File: src/rtl/acc_alu_pkg.sv
package acc_alu_pkg;

  localparam int GRP_W = 3;
  localparam int SEL_W = 3;

  localparam logic [GRP_W-1:0] GRP_UNARY  = 3'd0;
  localparam logic [GRP_W-1:0] GRP_REG    = 3'd1;
  localparam logic [GRP_W-1:0] GRP_LESS   = 3'd2;
  localparam logic [GRP_W-1:0] GRP_IMMLOG = 3'd3;
  localparam logic [GRP_W-1:0] GRP_IMMAR  = 3'd4;

  typedef enum logic [SEL_W-1:0] {
    UN_ZERO = 3'd0, UN_SHL1 = 3'd1, UN_SHR1 = 3'd2, UN_SAR1 = 3'd3,
    UN_INC  = 3'd4, UN_DEC  = 3'd5, UN_NOT  = 3'd6, UN_NEG  = 3'd7
  } unary_op_e;

  typedef enum logic [SEL_W-1:0] {
    RG_ADD = 3'd0, RG_SUB = 3'd1, RG_AND = 3'd2, RG_OR  = 3'd3,
    RG_XOR = 3'd4, RG_SHL = 3'd5, RG_SHR = 3'd6, RG_SAR = 3'd7
  } reg_op_e;

  typedef enum logic [1:0] {
    IS_ROL = 2'd0, IS_SHL = 2'd1, IS_SHR = 2'd2, IS_SAR = 2'd3
  } imm_shift_e;

endpackage

File: src/rtl/acc_alu_unary.sv
module acc_alu_unary
  import acc_alu_pkg::*;
#(
  parameter int WIDTH = 16
) (
  input  logic [WIDTH-1:0] acc,
  input  logic [SEL_W-1:0] sel,
  output logic [WIDTH-1:0] res
);

  unary_op_e op;

  always_comb begin
    op = unary_op_e'(sel);
    unique case (op)
      UN_ZERO: res = '0;
      UN_SHL1: res = {acc[WIDTH-2:0], 1'b0};
      UN_SHR1: res = {1'b0, acc[WIDTH-1:1]};
      UN_SAR1: res = {acc[WIDTH-1], acc[WIDTH-1:1]};
      UN_INC:  res = acc + WIDTH'(1);
      UN_DEC:  res = acc - WIDTH'(1);
      UN_NOT:  res = ~acc;
      UN_NEG:  res = ~acc + WIDTH'(1);
      default: res = acc;
    endcase
  end

endmodule

File: src/rtl/acc_alu_regop.sv
module acc_alu_regop
  import acc_alu_pkg::*;
#(
  parameter int WIDTH = 16
) (
  input  logic [WIDTH-1:0] acc,
  input  logic [WIDTH-1:0] opnd,
  input  logic [SEL_W-1:0] sel,
  output logic [WIDTH-1:0] res,
  output logic [WIDTH-1:0] lt_res
);

  localparam int SH_W = $clog2(WIDTH);

  logic [SH_W-1:0] amt;
  reg_op_e         op;
  logic            below;

  assign amt   = opnd[SH_W-1:0];
  assign below = (acc < opnd);

  always_comb begin
    op = reg_op_e'(sel);
    unique case (op)
      RG_ADD:  res = acc + opnd;
      RG_SUB:  res = acc - opnd;
      RG_AND:  res = acc & opnd;
      RG_OR:   res = acc | opnd;
      RG_XOR:  res = acc ^ opnd;
      RG_SHL:  res = acc << amt;
      RG_SHR:  res = acc >> amt;
      RG_SAR:  res = $unsigned($signed(acc) >>> amt);
      default: res = acc;
    endcase
  end

  assign lt_res = WIDTH'(below);

endmodule

File: src/rtl/acc_alu_immop.sv
module acc_alu_immop
  import acc_alu_pkg::*;
#(
  parameter int WIDTH = 16
) (
  input  logic [WIDTH-1:0] acc,
  input  logic [7:0]       imm,
  input  logic [SEL_W-1:0] log_sel,
  output logic [WIDTH-1:0] log_res,
  output logic             log_bad,
  output logic [WIDTH-1:0] ar_res,
  output logic             ar_bad
);

  logic [WIDTH-1:0]   imm_z;
  logic [WIDTH-1:0]   imm_s;
  logic [WIDTH-1:0]   imm_lo7;
  logic [2:0]         amt;
  logic [2*WIDTH-1:0] dbl;
  imm_shift_e         sop;

  assign imm_z   = WIDTH'(imm);
  assign imm_s   = WIDTH'(signed'(imm));
  assign imm_lo7 = WIDTH'(imm[6:0]);
  assign amt     = imm[2:0];
  assign dbl     = {acc, acc} << amt;

  // logic forms with the zero-extended byte
  always_comb begin
    log_bad = 1'b0;
    unique case (log_sel)
      3'd0:    log_res = acc & imm_z;
      3'd1:    log_res = acc | imm_z;
      3'd2:    log_res = acc ^ imm_z;
      default: begin
        log_res = acc;
        log_bad = 1'b1;
      end
    endcase
  end

  // the byte selects add, shift/rotate, or is illegal
  always_comb begin
    sop    = imm_shift_e'(imm[4:3]);
    ar_bad = 1'b0;
    if (!imm[7]) begin
      ar_res = acc + imm_lo7;
    end else if (imm[6]) begin
      ar_res = acc + imm_s;
    end else if (!imm[5]) begin
      unique case (sop)
        IS_ROL:  ar_res = dbl[2*WIDTH-1:WIDTH];
        IS_SHL:  ar_res = acc << amt;
        IS_SHR:  ar_res = acc >> amt;
        IS_SAR:  ar_res = $unsigned($signed(acc) >>> amt);
        default: ar_res = acc;
      endcase
    end else begin
      ar_res = acc;
      ar_bad = 1'b1;
    end
  end

endmodule

File: src/rtl/acc_alu_core.sv
module acc_alu_core
  import acc_alu_pkg::*;
#(
  parameter int WIDTH   = 16,
  parameter bit REG_OUT = 1'b1
) (
  input  logic             clk,
  input  logic             rst,
  input  logic [WIDTH-1:0] acc_i,
  input  logic [WIDTH-1:0] opnd_i,
  input  logic [7:0]       imm_i,
  input  logic [GRP_W-1:0] grp_i,
  input  logic [SEL_W-1:0] sel_i,
  output logic [WIDTH-1:0] res_o,
  output logic             err_o
);

  logic [WIDTH-1:0] un_res, rg_res, lt_res, lg_res, ar_res;
  logic             lg_bad, ar_bad;
  logic [WIDTH-1:0] nxt_res;
  logic             nxt_err;

  acc_alu_unary #(.WIDTH(WIDTH)) u_unary (
    .acc (acc_i),
    .sel (sel_i),
    .res (un_res)
  );

  acc_alu_regop #(.WIDTH(WIDTH)) u_regop (
    .acc    (acc_i),
    .opnd   (opnd_i),
    .sel    (sel_i),
    .res    (rg_res),
    .lt_res (lt_res)
  );

  acc_alu_immop #(.WIDTH(WIDTH)) u_immop (
    .acc     (acc_i),
    .imm     (imm_i),
    .log_sel (sel_i),
    .log_res (lg_res),
    .log_bad (lg_bad),
    .ar_res  (ar_res),
    .ar_bad  (ar_bad)
  );

  always_comb begin
    nxt_res = acc_i;
    nxt_err = 1'b0;
    unique case (grp_i)
      GRP_UNARY:  nxt_res = un_res;
      GRP_REG:    nxt_res = rg_res;
      GRP_LESS:   nxt_res = lt_res;
      GRP_IMMLOG: begin
        nxt_res = lg_res;
        nxt_err = lg_bad;
      end
      GRP_IMMAR:  begin
        nxt_res = ar_res;
        nxt_err = ar_bad;
      end
      default:    nxt_err = 1'b1;
    endcase
  end

  generate
    if (REG_OUT) begin : g_reg
      logic [WIDTH-1:0] res_q;
      logic             err_q;
      always_ff @(posedge clk) begin
        if (rst) begin
          res_q <= '0;
          err_q <= 1'b0;
        end else begin
          res_q <= nxt_res;
          err_q <= nxt_err;
        end
      end
      assign res_o = res_q;
      assign err_o = err_q;

      AST_ERR_PAST_ACC: assert property (@(posedge clk) disable iff (rst)
        err_o |-> (res_o == $past(acc_i))) else $error("err without held acc");
    end else begin : g_comb
      assign res_o = nxt_res;
      assign err_o = nxt_err;
    end
  endgenerate

  AST_LESS_IS_BIT: assert property (@(posedge clk) disable iff (rst)
    (grp_i == GRP_LESS) |-> (nxt_res[WIDTH-1:1] == '0)) else $error("compare not 0/1");
  AST_NEG_SUMS_ZERO: assert property (@(posedge clk) disable iff (rst)
    (grp_i == GRP_UNARY && sel_i == 3'd7) |-> ((nxt_res + acc_i) == '0)) else $error("neg");
  AST_NOT_XOR_ONES: assert property (@(posedge clk) disable iff (rst)
    (grp_i == GRP_UNARY && sel_i == 3'd6) |-> ((nxt_res ^ acc_i) == '1)) else $error("not");
  AST_ERR_KEEPS_ACC: assert property (@(posedge clk) disable iff (rst)
    nxt_err |-> (nxt_res == acc_i)) else $error("err changed acc");
  AST_NO_ERR_BASIC: assert property (@(posedge clk) disable iff (rst)
    (grp_i <= GRP_LESS) |-> !nxt_err) else $error("spurious err");

endmodule

File: config.mk
export PLATFORM = sky130hd
export DESIGN_NAME = acc_alu_core
export DESIGN_NICKNAME = d
export VERILOG_FILES = /design/src/rtl/acc_alu_pkg.sv /design/src/rtl/acc_alu_unary.sv /design/src/rtl/acc_alu_regop.sv /design/src/rtl/acc_alu_immop.sv /design/src/rtl/acc_alu_core.sv
export SDC_FILE = /design/constraint.sdc
export NUM_CORES = 1
export LEC_CHECK = 0
export ABC_AREA = 0
export BUFFER_PORTS_ARGS = -buffer_cell sky130_fd_sc_hd__buf_2
export CAP_MARGIN = 40
export CORE_MARGIN = 4
export CORE_UTILIZATION = 30
export CTS_CLUSTER_DIAMETER = 200
export DETAILED_ROUTE_END_ITERATION = 8
export GPL_ROUTABILITY_DRIVEN = 0
export PLACE_DENSITY_LB_ADDON = 0.08
export SLEW_MARGIN = 25
export SYNTH_ARGS = -nofsm -noshare
export SYNTH_HDL_FRONTEND = slang
export SYNTH_HIERARCHICAL = 1
export SYNTH_SLANG_ARGS = --single-unit
File: constraint.sdc
create_clock -name clk -period 4.1 [get_ports clk]
set_input_delay 0.205 -clock clk [delete_from_list [all_inputs] [get_ports clk]]
set_output_delay 0.205 -clock clk [all_outputs]
set_load 0.01 [all_outputs]
==> summary.md <==
| Metric | Value |
|---|---|
| Count of non-filler cells in the finished layout | `around 1900` |
| Highest clock frequency the design can meet | `0.300 GHz` |
| Leakage power of the design | `roughly 4.3 nW` |
| Pin slew with the least headroom to its limit | `0.729 ns` |
| Number of max-capacitance violations reported | `0` |
| CP Launch Type | `input port` |
| Count of TritonRoute iterations in the first routing pass | `6` |
| Area after detailed placement | `between 10000 and 15000 um2` |
| Post-DR wirelength/cell | `around 25 um` |
| Req. time, crit path | `around 4.2 ns` |
| Class of the most critical hold timing path | `in -> reg` |
| Global-route wire length before repair | `69.1 mm` |
| Library cells used by synthesis | `105` |
| Total number of vias | `~11000` |
| Shortest clock period the worst path allows after layout | `approximately 3.3 ns` |
| Sequential area share after synthesis | `3.37%` |
| Die boundary height | `191 um` |
| Drt drc | `0` |
| Worst slew margin relative to its limit | `around 51%` |
| Pwr per Cell Area | `between 150 and 200 nW/um2` |
| Combined area of all synthesized cells | `10100 um2` |
| Antenna violations before repair | `1` |
| Number of buffers created by CTS | `3` |
| Worst Path Arrival | `3.47 ns` |
| # clock sinks | `17` |
| Area inside the core boundary | `32900 um2` |
| Cells after DPL | `1859` |
| Flip-flop and latch count after synthesis | `17` |
| Period Utilization, post-route | `81.3%` |
| Primary flip-flop cell chosen by synthesis mapping | `sky130_fd_sc_hd__dfxtp_1` |
| Fraction of layout cells with a size suffix above 1 | `15.5%` |
| FFs w/ async S/R, synth | `0%` |
| Vias in the first global route | `10700` |
| Setup fix buffers added after clock tree synthesis | `0` |
| Status | `completed` |
| Via/cell ratio | `6.14` |
| Number of levels the H-tree was split into | `1` |
| Final #Nets | `1548` |
| Worst setup slack after placement | `approximately 0.57 ns` |
| Resized Gates After CTS | `0` |
| Starting density of the core | `30.7%` |
| CTS Root Buffer Type | `sky130_fd_sc_hd__clkbuf_16` |
| Grt total ovfl | `0` |
| Dpl hpwl | `34.4 mm` |
| Hold violation count in the final report | `0` |
| Sum of negative setup slack | `0 ns` |
| Path type of the worst setup path | `in -> reg` |
| Count of port buffers added during placement | `64` |
| Peak supply drop | `0.0963 mV` |
| Warning count from the yosys run | `6` |
| Total global-route track usage | `around 24%` |
| Number of design-rule violations left by the first detailed-router iteration | `between 1000 and 1500` |
| Final wirelength | `46.1 mm` |
| Final setup vio count | `0` |
| Die W | `191 um` |
| # IOs | `between 60 and 70` |
| RSZ-0062 raised after global routing | `false` |
| Hold-fix buffer count after cts | `0` |
| Synthesized area per cell | `7.05 um2` |
| Fin area | `10600 um2` |
| Worst Hold Slack | `0.439 ns` |
| Clock tree from TritonCTS | `done` |
| Endpoint type of the worst setup path | `register` |
| Final-report max-slew violation count | `0` |
| Layout overhead on the synthesized area | `4.86%` |
| Clock-pin slew reported for the worst setup and hold paths after clock tree synthesis | `0.07 ns` |
| Antenna Nets Post-Route | `0` |
| Number of enable-type register cells in the synthesized netlist | `0` |
| Critical path peak fanout | `17` |
| Least setup slack across all paths after layout | `around 0.77 ns` |
| Number of placement rows | `between 60 and 70` |
| Die Area | `between 30000 and 40000 um2` |
| Number of standard cells after synthesis | `1432` |
| Largest buffer count on any clock path | `2` |
| Pin count of the biggest net entering global routing | `50` |
## layer usage
layer	track usage, %	routed length (um)	up-vias
met3	2.30	2720	55
met2	39.3	21300	462
met1	34.6	20900	5627
met4	5.72	1150	0
met5	0	0	-
li1	-	-	5300
## final cells by class
cell class                      instances  area [um2]
Clock inverter                          1        5.00
Sequential cell                        17         340
Inverter                               88         330
Timing Repair Buffer                  118         763
Antenna cell                            1        2.50
Multi-Input combinational cell       1195        8520
Tap cell                              442         553
Clock buffer                            3        75.1
Fill cell                            3735       22300
## where the power goes
group | internal, mW | switching [mW]
registers | 0.181 | 0.00835
logic | 0.505 | 0.878
clock network | 0.131 | 0.0837
total | 0.817 | 0.970
## final timing paths
| path | start | endpoint | slack [ns] | depth (start not counted) |
|---|---|---|---|---|
| min | acc_i[14] | res_o[14] | 0.44 | 3 |
| max | imm_i[5] | res_o[8] | 0.77 | 13 |
## stage by stage
step                      total power [mW]  utilization (%)
after CTS                             1.77             32.2
after detailed placement              1.55             31.9
final                                 1.79             32.2
after global routing                  1.90             32.2
after global placement                1.56             31.8
after floorplan                       1.15                -
## placed cells by master (no fill, tap or decap), types with 34 or more instances in the layout
cell type                 netlist  final
sky130_fd_sc_hd__nor2_1       132    132
sky130_fd_sc_hd__a21oi_1      116    116
sky130_fd_sc_hd__buf_2         29     64
sky130_fd_sc_hd__inv_1         85     85
sky130_fd_sc_hd__buf_4         28     51
sky130_fd_sc_hd__o21ai_0       74     74
sky130_fd_sc_hd__mux2i_1       38     38
sky130_fd_sc_hd__xnor2_1       40     40
sky130_fd_sc_hd__o22ai_1       34     34
sky130_fd_sc_hd__ha_1          75     75
sky130_fd_sc_hd__a22oi_1       36     36
sky130_fd_sc_hd__nand2_1      122    122
## state kept, by name, summed over array words and instances, names as in the netlist
signal and count:
err_o 1, res_o 16
## Yosys cell counts, drive strengths merged (12+ instances only)
master,number,area (um2)
o21ai,90,465
dfxtp,17,340
a211oi,32,240
a21oi,120,616
a221oi,13,133
nand2,123,464
inv,86,323
nor2b,20,125
ha,75,938
a31oi,12,75.1
o211ai,30,240
a22oi,36,270
mux2,28,327
nor2,134,513
nand3,32,170
clkbuf,57,277
nor3,41,250
nand2b,13,81.3
xnor2,40,350
buf,89,684
a21o,17,129
o21a,22,165
mux2i,38,380
nand4,16,106
mux4,26,608
o22ai,34,213
## cell families after synthesis
| group | after synthesis | synth area share (%) |
|---|---|---|
| other | 1 | 0.0371 |
| multiplexers | 92 | 13.0 |
| AO/OA/AOI/OAI | 514 | 35.0 |
| buffers and inverters | 234 | 12.8 |
| adder cells (fa/ha/maj) | 78 | 9.79 |
| XOR/XNOR | 50 | 4.34 |
| AND/OR/NAND/NOR | 446 | 21.7 |
| flip-flops | 17 | 3.37 |
## critical path, cell delays in order
cell,delay (ns)
sky130_fd_sc_hd__buf_2,0.33
sky130_fd_sc_hd__clkinv_1,0.40
sky130_fd_sc_hd__ha_1,0.55
sky130_fd_sc_hd__and2_1,0.25
sky130_fd_sc_hd__and3_1,0.18
sky130_fd_sc_hd__o2bb2ai_1,0.25
sky130_fd_sc_hd__o21ai_0,0.15
sky130_fd_sc_hd__a22o_1,0.19
sky130_fd_sc_hd__or3_1,0.36
sky130_fd_sc_hd__o21a_1,0.18
sky130_fd_sc_hd__o22ai_1,0.16
sky130_fd_sc_hd__o21a_1,0.20
sky130_fd_sc_hd__nor3_2,0.06
Note: power is estimated with default switching activity, not from simulation.
